===== config.mk =====
export PLATFORM = sky130hd
export DESIGN_NAME = gtc_top
export DESIGN_NICKNAME = d
export VERILOG_FILES = /design/src/rtl/gtc_pkg.sv /design/src/rtl/gtc_counter.sv /design/src/rtl/gtc_compare.sv /design/src/rtl/gtc_irq.sv /design/src/rtl/gtc_top.sv
export SDC_FILE = /design/constraint.sdc
export NUM_CORES = 1
export LEC_CHECK = 0
export ABC_AREA = 1
export BUFFER_PORTS_ARGS = -buffer_cell sky130_fd_sc_hd__buf_2
export CAP_MARGIN = 20
export CELL_PAD_IN_SITES_DETAIL_PLACEMENT = 0
export CELL_PAD_IN_SITES_GLOBAL_PLACEMENT = 2
export CORE_MARGIN = 2
export CORE_UTILIZATION = 25
export DETAILED_ROUTE_END_ITERATION = 8
export PLACE_DENSITY_LB_ADDON = 0.1
export SLEW_MARGIN = 20
export SYNTH_ARGS = -nofsm -noshare
export SYNTH_HDL_FRONTEND = slang
export SYNTH_SLANG_ARGS = --single-unit

===== constraint.sdc =====
create_clock -name clk -period 2.4 [get_ports clk]
set_input_delay 0.24 -clock clk [delete_from_list [all_inputs] [get_ports clk]]
set_output_delay 0.24 -clock clk [all_outputs]
set_load 0.03 [all_outputs]

===== src/rtl/gtc_pkg.sv =====
package gtc_pkg;

    // Register byte offsets (12-bit window)
    localparam logic [11:0] OFS_CNT_LO = 12'h100;
    localparam logic [11:0] OFS_CNT_HI = 12'h104;
    localparam logic [11:0] OFS_CMP_LO = 12'h200;
    localparam logic [11:0] OFS_CMP_HI = 12'h204;
    localparam logic [11:0] OFS_STEP   = 12'h208;
    localparam logic [11:0] OFS_CTL    = 12'h240;
    localparam logic [11:0] OFS_PEND   = 12'h244;
    localparam logic [11:0] OFS_IEN    = 12'h248;

    // Control register bit positions
    localparam int unsigned CTL_CMP_EN_BIT = 0;
    localparam int unsigned CTL_AUTO_BIT   = 1;
    localparam int unsigned CTL_RUN_BIT    = 8;

    typedef struct packed {
        logic run;
        logic auto_inc;
        logic cmp_en;
    } ctl_t;

endpackage


===== src/rtl/gtc_counter.sv =====
module gtc_counter #(
    parameter int unsigned HALF_W = 32
) (
    input  logic                  clk,
    input  logic                  rst_n,
    input  logic                  step,
    input  logic                  wr_lo,
    input  logic                  wr_hi,
    input  logic [HALF_W-1:0]     wdata,
    output logic [2*HALF_W-1:0]   cnt_o
);
    localparam int unsigned CNT_W = 2 * HALF_W;

    typedef struct packed {
        logic [CNT_W-1:0] cnt;
    } cnt_state_t;

    cnt_state_t st_d, st_q;

    always_comb begin
        st_d = st_q;
        if (wr_lo || wr_hi) begin
            // a bus write replaces the step on this edge
            if (wr_lo) st_d.cnt[HALF_W-1:0]     = wdata;
            if (wr_hi) st_d.cnt[CNT_W-1:HALF_W] = wdata;
        end else if (step) begin
            st_d.cnt = st_q.cnt + CNT_W'(1);
        end
    end

    always_ff @(posedge clk or negedge rst_n) begin
        if (!rst_n) st_q <= '0;
        else        st_q <= st_d;
    end

    assign cnt_o = st_q.cnt;
endmodule


===== src/rtl/gtc_compare.sv =====
module gtc_compare #(
    parameter int unsigned HALF_W = 32
) (
    input  logic                  clk,
    input  logic                  rst_n,
    input  logic                  cmp_en,
    input  logic                  auto_inc,
    input  logic                  step,
    input  logic [2*HALF_W-1:0]   cnt,
    input  logic                  wr_lo,
    input  logic                  wr_hi,
    input  logic                  wr_inc,
    input  logic [HALF_W-1:0]     wdata,
    output logic [2*HALF_W-1:0]   cmp_o,
    output logic [HALF_W-1:0]     inc_o,
    output logic                  hit_o
);
    localparam int unsigned CNT_W = 2 * HALF_W;

    typedef struct packed {
        logic [CNT_W-1:0]  cmp;
        logic [HALF_W-1:0] inc;
    } cmp_state_t;

    cmp_state_t st_d, st_q;
    logic       hit;

    always_comb begin
        st_d = st_q;
        // event when the counter steps onto the target value
        hit = cmp_en && step && ((cnt + CNT_W'(1)) == st_q.cmp);
        if (wr_lo || wr_hi) begin
            if (wr_lo) st_d.cmp[HALF_W-1:0]     = wdata;
            if (wr_hi) st_d.cmp[CNT_W-1:HALF_W] = wdata;
        end else if (hit && auto_inc) begin
            st_d.cmp = st_q.cmp + CNT_W'(st_q.inc);
        end
        if (wr_inc) st_d.inc = wdata;
    end

    always_ff @(posedge clk or negedge rst_n) begin
        if (!rst_n) st_q <= '0;
        else        st_q <= st_d;
    end

    assign cmp_o = st_q.cmp;
    assign inc_o = st_q.inc;
    assign hit_o = hit;
endmodule


===== src/rtl/gtc_irq.sv =====
module gtc_irq (
    input  logic clk,
    input  logic rst_n,
    input  logic hit,
    input  logic wr_pend,
    input  logic wr_ien,
    input  logic wbit,
    output logic pend_o,
    output logic ien_o,
    output logic irq_o
);
    typedef struct packed {
        logic pend;
        logic ien;
    } irq_state_t;

    irq_state_t st_d, st_q;

    always_comb begin
        st_d = st_q;
        if (hit)                  st_d.pend = 1'b1;  // set beats clear
        else if (wr_pend && wbit) st_d.pend = 1'b0;
        if (wr_ien)               st_d.ien  = wbit;
    end

    always_ff @(posedge clk or negedge rst_n) begin
        if (!rst_n) st_q <= '0;
        else        st_q <= st_d;
    end

    assign pend_o = st_q.pend;
    assign ien_o  = st_q.ien;
    assign irq_o  = st_q.pend & st_q.ien;
endmodule


===== src/rtl/gtc_top.sv =====
module gtc_top
    import gtc_pkg::*;
#(
    parameter int unsigned HALF_W = 32,
    parameter int unsigned ADDR_W = 12
) (
    input  logic              clk,
    input  logic              rst_n,
    input  logic              tick_en,
    input  logic              bus_wr,
    input  logic [ADDR_W-1:0] bus_addr,
    input  logic [HALF_W-1:0] bus_wdata,
    output logic [HALF_W-1:0] bus_rdata,
    output logic              irq
);
    localparam int unsigned CNT_W = 2 * HALF_W;

    ctl_t ctl_d, ctl_q;

    logic wr_cnt_lo, wr_cnt_hi, wr_cmp_lo, wr_cmp_hi, wr_step, wr_ctl, wr_pend, wr_ien;
    logic step, hit, pend, ien;
    logic [CNT_W-1:0]  cnt_val, cmp_val;
    logic [HALF_W-1:0] inc_val;

    always_comb begin
        wr_cnt_lo = bus_wr && (bus_addr == ADDR_W'(OFS_CNT_LO));
        wr_cnt_hi = bus_wr && (bus_addr == ADDR_W'(OFS_CNT_HI));
        wr_cmp_lo = bus_wr && (bus_addr == ADDR_W'(OFS_CMP_LO));
        wr_cmp_hi = bus_wr && (bus_addr == ADDR_W'(OFS_CMP_HI));
        wr_step   = bus_wr && (bus_addr == ADDR_W'(OFS_STEP));
        wr_ctl    = bus_wr && (bus_addr == ADDR_W'(OFS_CTL));
        wr_pend   = bus_wr && (bus_addr == ADDR_W'(OFS_PEND));
        wr_ien    = bus_wr && (bus_addr == ADDR_W'(OFS_IEN));
    end

    assign step = ctl_q.run && tick_en && !wr_cnt_lo && !wr_cnt_hi;

    always_comb begin
        ctl_d = ctl_q;
        if (wr_ctl) begin
            ctl_d.run      = bus_wdata[CTL_RUN_BIT];
            ctl_d.auto_inc = bus_wdata[CTL_AUTO_BIT];
            ctl_d.cmp_en   = bus_wdata[CTL_CMP_EN_BIT];
        end
    end

    always_ff @(posedge clk or negedge rst_n) begin
        if (!rst_n) ctl_q <= '0;
        else        ctl_q <= ctl_d;
    end

    gtc_counter #(.HALF_W(HALF_W)) u_cnt (
        .clk   (clk),
        .rst_n (rst_n),
        .step  (step),
        .wr_lo (wr_cnt_lo),
        .wr_hi (wr_cnt_hi),
        .wdata (bus_wdata),
        .cnt_o (cnt_val)
    );

    gtc_compare #(.HALF_W(HALF_W)) u_cmp (
        .clk      (clk),
        .rst_n    (rst_n),
        .cmp_en   (ctl_q.cmp_en),
        .auto_inc (ctl_q.auto_inc),
        .step     (step),
        .cnt      (cnt_val),
        .wr_lo    (wr_cmp_lo),
        .wr_hi    (wr_cmp_hi),
        .wr_inc   (wr_step),
        .wdata    (bus_wdata),
        .cmp_o    (cmp_val),
        .inc_o    (inc_val),
        .hit_o    (hit)
    );

    gtc_irq u_irq (
        .clk     (clk),
        .rst_n   (rst_n),
        .hit     (hit),
        .wr_pend (wr_pend),
        .wr_ien  (wr_ien),
        .wbit    (bus_wdata[0]),
        .pend_o  (pend),
        .ien_o   (ien),
        .irq_o   (irq)
    );

    always_comb begin
        bus_rdata = '0;
        unique case (bus_addr)
            ADDR_W'(OFS_CNT_LO): bus_rdata = cnt_val[HALF_W-1:0];
            ADDR_W'(OFS_CNT_HI): bus_rdata = cnt_val[CNT_W-1:HALF_W];
            ADDR_W'(OFS_CMP_LO): bus_rdata = cmp_val[HALF_W-1:0];
            ADDR_W'(OFS_CMP_HI): bus_rdata = cmp_val[CNT_W-1:HALF_W];
            ADDR_W'(OFS_STEP):   bus_rdata = inc_val;
            ADDR_W'(OFS_CTL): begin
                bus_rdata[CTL_RUN_BIT]    = ctl_q.run;
                bus_rdata[CTL_AUTO_BIT]   = ctl_q.auto_inc;
                bus_rdata[CTL_CMP_EN_BIT] = ctl_q.cmp_en;
            end
            ADDR_W'(OFS_PEND):   bus_rdata[0] = pend;
            ADDR_W'(OFS_IEN):    bus_rdata[0] = ien;
            default:             bus_rdata = '0;
        endcase
    end
endmodule


==> run summary <==
The gate family responsible for the most delay along the worst path is simple AND/OR/NAND/NOR gates. The number of buffers inserted by port buffering came out at 80. The detailed-route DRC error count is 0. The initial antenna violation count is 0. The global-route wire length before repair came out at 142400 microns.

The total nets after synthesis is roughly 2700. The initial DRC count is around 2100. The filler cell count is between 6000 and 7000. The switching power came out at 0.002873 W. Leaving out fill and tap cells, the most frequent cells in the layout are buf_4 (761), nand2_1 (686), inv_1 (354), nor2_1 (238), nand3_1 (211). Counting the buffers created by CTS gives 17.

The headroom to the max-slew limit is about 47%. The max-slew violation total from the final report came out at 0. The CTS tree is built. The die outline height came out at 252.2 microns. The global-route track usage on met3 is under 10%. The critical-path maximum fanout came out at 7. The final layout net count came out at 3513. The peak supply drop is approximately 0.47 mV. In this run the critical register-to-register path is captured at u_cmp.cmp_o[19]. For this design, the slowest cell found on the critical path is dfrtp_2. Power spread over the standard cell area amounts to about 330 mW/mm^2. The number of iterations in the first detailed-routing pass is 6. The routing usage on met2 is between 40% and 50%. The count of warnings emitted by yosys is 0.

The share of the synthesized area in the top cell type came out at a little over a quarter. The average vias per placed instance came out at around 5. The required arrival time at the worst endpoint came out at ~2800 ps. The synthesis-to-finish area growth is 59.49%.

The kind of end point of the critical path is a flop. The leakage power total is 13.52 nW. For the worst setup path, the data arrival time is between 3000 and 4000 ps. The netlist area before placement is about 0.015 sq mm.

The overall die area came out at approximately 0.064 sq mm. Clock tree synthesis found a total of between 150 and 200 sinks. The cell type with the highest aggregate area in the netlist is dfrtp_1.

The critical path goes through nand2_1 > buf_4 > nor2_4 > buf_4 > nand4_1 > nor2_2 > nand3_1 > nand2_1 > nand2_1 > nand2_1 > nand3_2 > nor2_2 > nand2_2 > nor2_4 > nand3_4 > nand2_8 > buf_12 > nand2_2 > nand2_1 > inv_1. The routing layer with the top usage in global route is met2. The total number of vias is about 21000. The count of cells along the worst register-to-register path came out at 20. The maximum clock skew at final layout is 17.33 ps. The number of H-tree levels came out at 4.

At the end of routability-driven placement, the weighted congestion stood at a little under 1. The number of cells on the critical path came out at 20. Counting flops with an async set or reset pin after synthesis yields a share of 100.0%. The starting utilization of the core area is between 20% and 30%. The final reports fail on setup timing.

The cell chosen for the clock root is clkbuf_16. For hold timing, the worst endpoint is u_cmp.inc_o[25]. The max-cap violation count is 0. The clock tree buffer depth is 2. The proportion of synthesized chip area in sequential cells is a little over a quarter.

The cell count after synthesis came out at about 2600. The number of different library cells in the post-synthesis netlist is 50. The overflow left after global routing came out at 0.

The count of pins on the block boundary is 81. The min-delay analysis places its worst path in the category primary input to flop. The slack of the critical path is -796.4 ps. The detailed-placement wirelength estimate is roughly 85000 microns. The flow ran to the end, but the final reports show violations.

The area of the core came out at around 0.061 sq mm. Leaving out fill and tap cells, the most frequent cell in the layout is buf_4. The width of the chip is 252.2 microns. The routed length per instance is 24.54 microns.

The synthesized flop and latch total came out at 165. Among all flip-flop cells after synthesis, the most frequent one is dfrtp_1. The highest cell delay on the worst timing path came out at between 400 and 500 ps. At the later pin of the worst-skew pair, clock insertion delay measures between 500 and 600 ps. The critical path in this run is classified as flop to flop.

The origin of the critical flop-to-flop path is u_cnt.cnt_o[25]. In this run, the clock network consumes between 30% and 40% of the power. The most repeated library cell on the critical path is nand2_1. The number of synthesized flops with an enable pin is 0. The internal power summed over all cells is 0.005221 W.

The fmax came out at 0.3128 GHz. The start point of the worst min-delay path is bus_wdata[25]. The CTS clock-pin slew for the worst setup and hold paths is around 80 ps.

The number of standard-cell rows in the floorplan is 90. The met1 capacity usage during global routing came out at ~45%. The proportion of layout cells with a drive suffix above 1 is 34.76%.

In this run the remaining antenna-violating nets after routing total 0. The count of endpoints failing hold in the final timing report came out at 0. The via count of the first global-routing pass was 19970. The reg2reg setup slack came out at -800 ps. The average size of a mapped cell is around 5.9 sq um. The antenna diode count is 0.

Entering global routing, the biggest net connects 65 pins. The proportion of total power due to net switching is about 35%. The number of failing setup endpoints in the final timing report is 66. For the finished layout, the period the worst path requires is between 3000 and 4000 ps.

The count of cells along the worst hold path came out at 3. The slew of the pin with the lowest slew margin came out at roughly 790 ps. Power comes to between 0.008 and 0.009 W. Dividing the final minimum period by the clock period gives 133.2%.

The nature of the critical path startpoint is a flop. The number of buffers and inverters on the critical path is 4. Hold timing on the final database bottoms out at a slack of about 47 ps. Setup repair after global routing could not meet its margin everywhere. The overall routed net length is ~100000 microns. By area the synthesized netlist is led by dfrtp_1 (27%), nand2_1 (19%), inv_1 (8.9%). The relative contribution of combinational cells to total power came out at 25.4%. The share of power burned in registers came out at approximately 37%. Global routing consumed, over all layers together, 31.73% of the routing resources.
-- layer usage --
layer,wire length [microns],part of all wire [%],vias to the layer above
li1,-,-,10100
met1,47630,46,10260
met2,46250,45,796
met3,7026,6.8,97
met4,2798,2.7,0
met5,0,0,-
-- sequential cells by signal (all words and copies together) (netlist names) --
signal,cells
u_cmp.cmp_o,64
ctl_q,3
u_cnt.cnt_o,64
u_cmp.inc_o,32
u_irq.pend_o,1
u_irq.ien_o,1
-- synthesized netlist by cell type (all sizes together) (2+ instances only) --
cell,instances
xnor3,5
o22ai,35
o21bai,8
dfrtp,165
nand3,240
ha,33
o21ai,218
xnor2,5
buf,20
nor2,313
nand4,36
o211ai,30
nand2,786
a31oi,24
a21oi,151
clkbuf,62
nor3,20
and2,3
or2,3
a21o,3
nand3b,4
a31o,2
clkinv,7
nor4,14
inv,369
xor2,40
-- metrics by stage --
| stage | cells | setup slack (ps) | setup TNS (ps) | util [%] | area (sq um) |
|---|---|---|---|---|---|
| detailed placement | 4156 | -1194 | -75930 | 37.24 | 22560 |
| finish | 4226 | -796.4 | -48080 | 40.53 | 24550 |
| floorplan | 2607 | -65.93 | -3881 | - | 15490 |
| global placement | 4156 | -1209 | -75680 | 37.24 | 22560 |
| global route | 4226 | -860.8 | -52820 | 40.53 | 24550 |
| CTS | 4196 | -662.4 | -41450 | 38.82 | 23520 |
-- cell type report --
type / instances / area [sq um] / share of cell area, %
timing repair buffer: 887 / 6990 / 28.47
multi-input combinational: 1984 / 10380 / 42.29
clock inverter: 15 / 182.7 / 0.7439
inverter: 376 / 1431 / 5.829
clock buffer: 17 / 425.4 / 1.732
sequential: 165 / 4163 / 16.95
tap: 782 / 978.4 / 3.985
-- power groups by stage --
stage / registers [W] / logic [W] / clock network [W]
after global routing: 0.00296 / 0.00223 / 0.00322
after floorplan: 0.00297 / 0.000771 / 0
after global placement: 0.00300 / 0.00190 / 0
final: 0.00295 / 0.00206 / 0.00308
after CTS: 0.00295 / 0.00195 / 0.00311
after detailed placement: 0.00300 / 0.00190 / 0
-- cell families (layout without fill, tap and decap cells) --
logic type | after synthesis | in the layout | synth area share (%)
DFF | 165 | 165 | 26.82
muxes | 1 | 1 | 0.07314
buffers and inverters | 458 | 1295 | 11.69
and+or+nand+nor | 1422 | 1422 | 38.46
xor gates and xnor gates | 50 | 50 | 3.291
AOI/OAI and AO/OA | 477 | 477 | 16.86
adders and majority gates | 34 | 34 | 2.812
-- how the worst max path moves through the flow --
stage,from,end
final,u_cnt.cnt_o[25],u_cmp.cmp_o[19]
after global routing,u_cnt.cnt_o[18],u_cmp.cmp_o[19]
after CTS,u_cnt.cnt_o[1],u_cmp.cmp_o[11]
after detailed placement,u_cnt.cnt_o[14],u_cmp.cmp_o[6]
after global placement,u_cnt.cnt_o[14],u_cmp.cmp_o[7]
after floorplan,u_cnt.cnt_o[1],u_cmp.cmp_o[32]
-- repair_timing --
item                       in CTS  in global routing
buffers inserted                7                 22
gates resized for setup        93                219
pin swaps                       8                 37
hold buffers                    1                  0
setup endpoints to repair      73                 93
hold endpoints to repair       51                  0
cloned                          0                  8
-- tightest hold or removal path, delay by kind of cell --
kind	cells	cell delay (ps)
buf+inv	2	180
compound gates	1	80
Power figures use the tool's default switching activity.
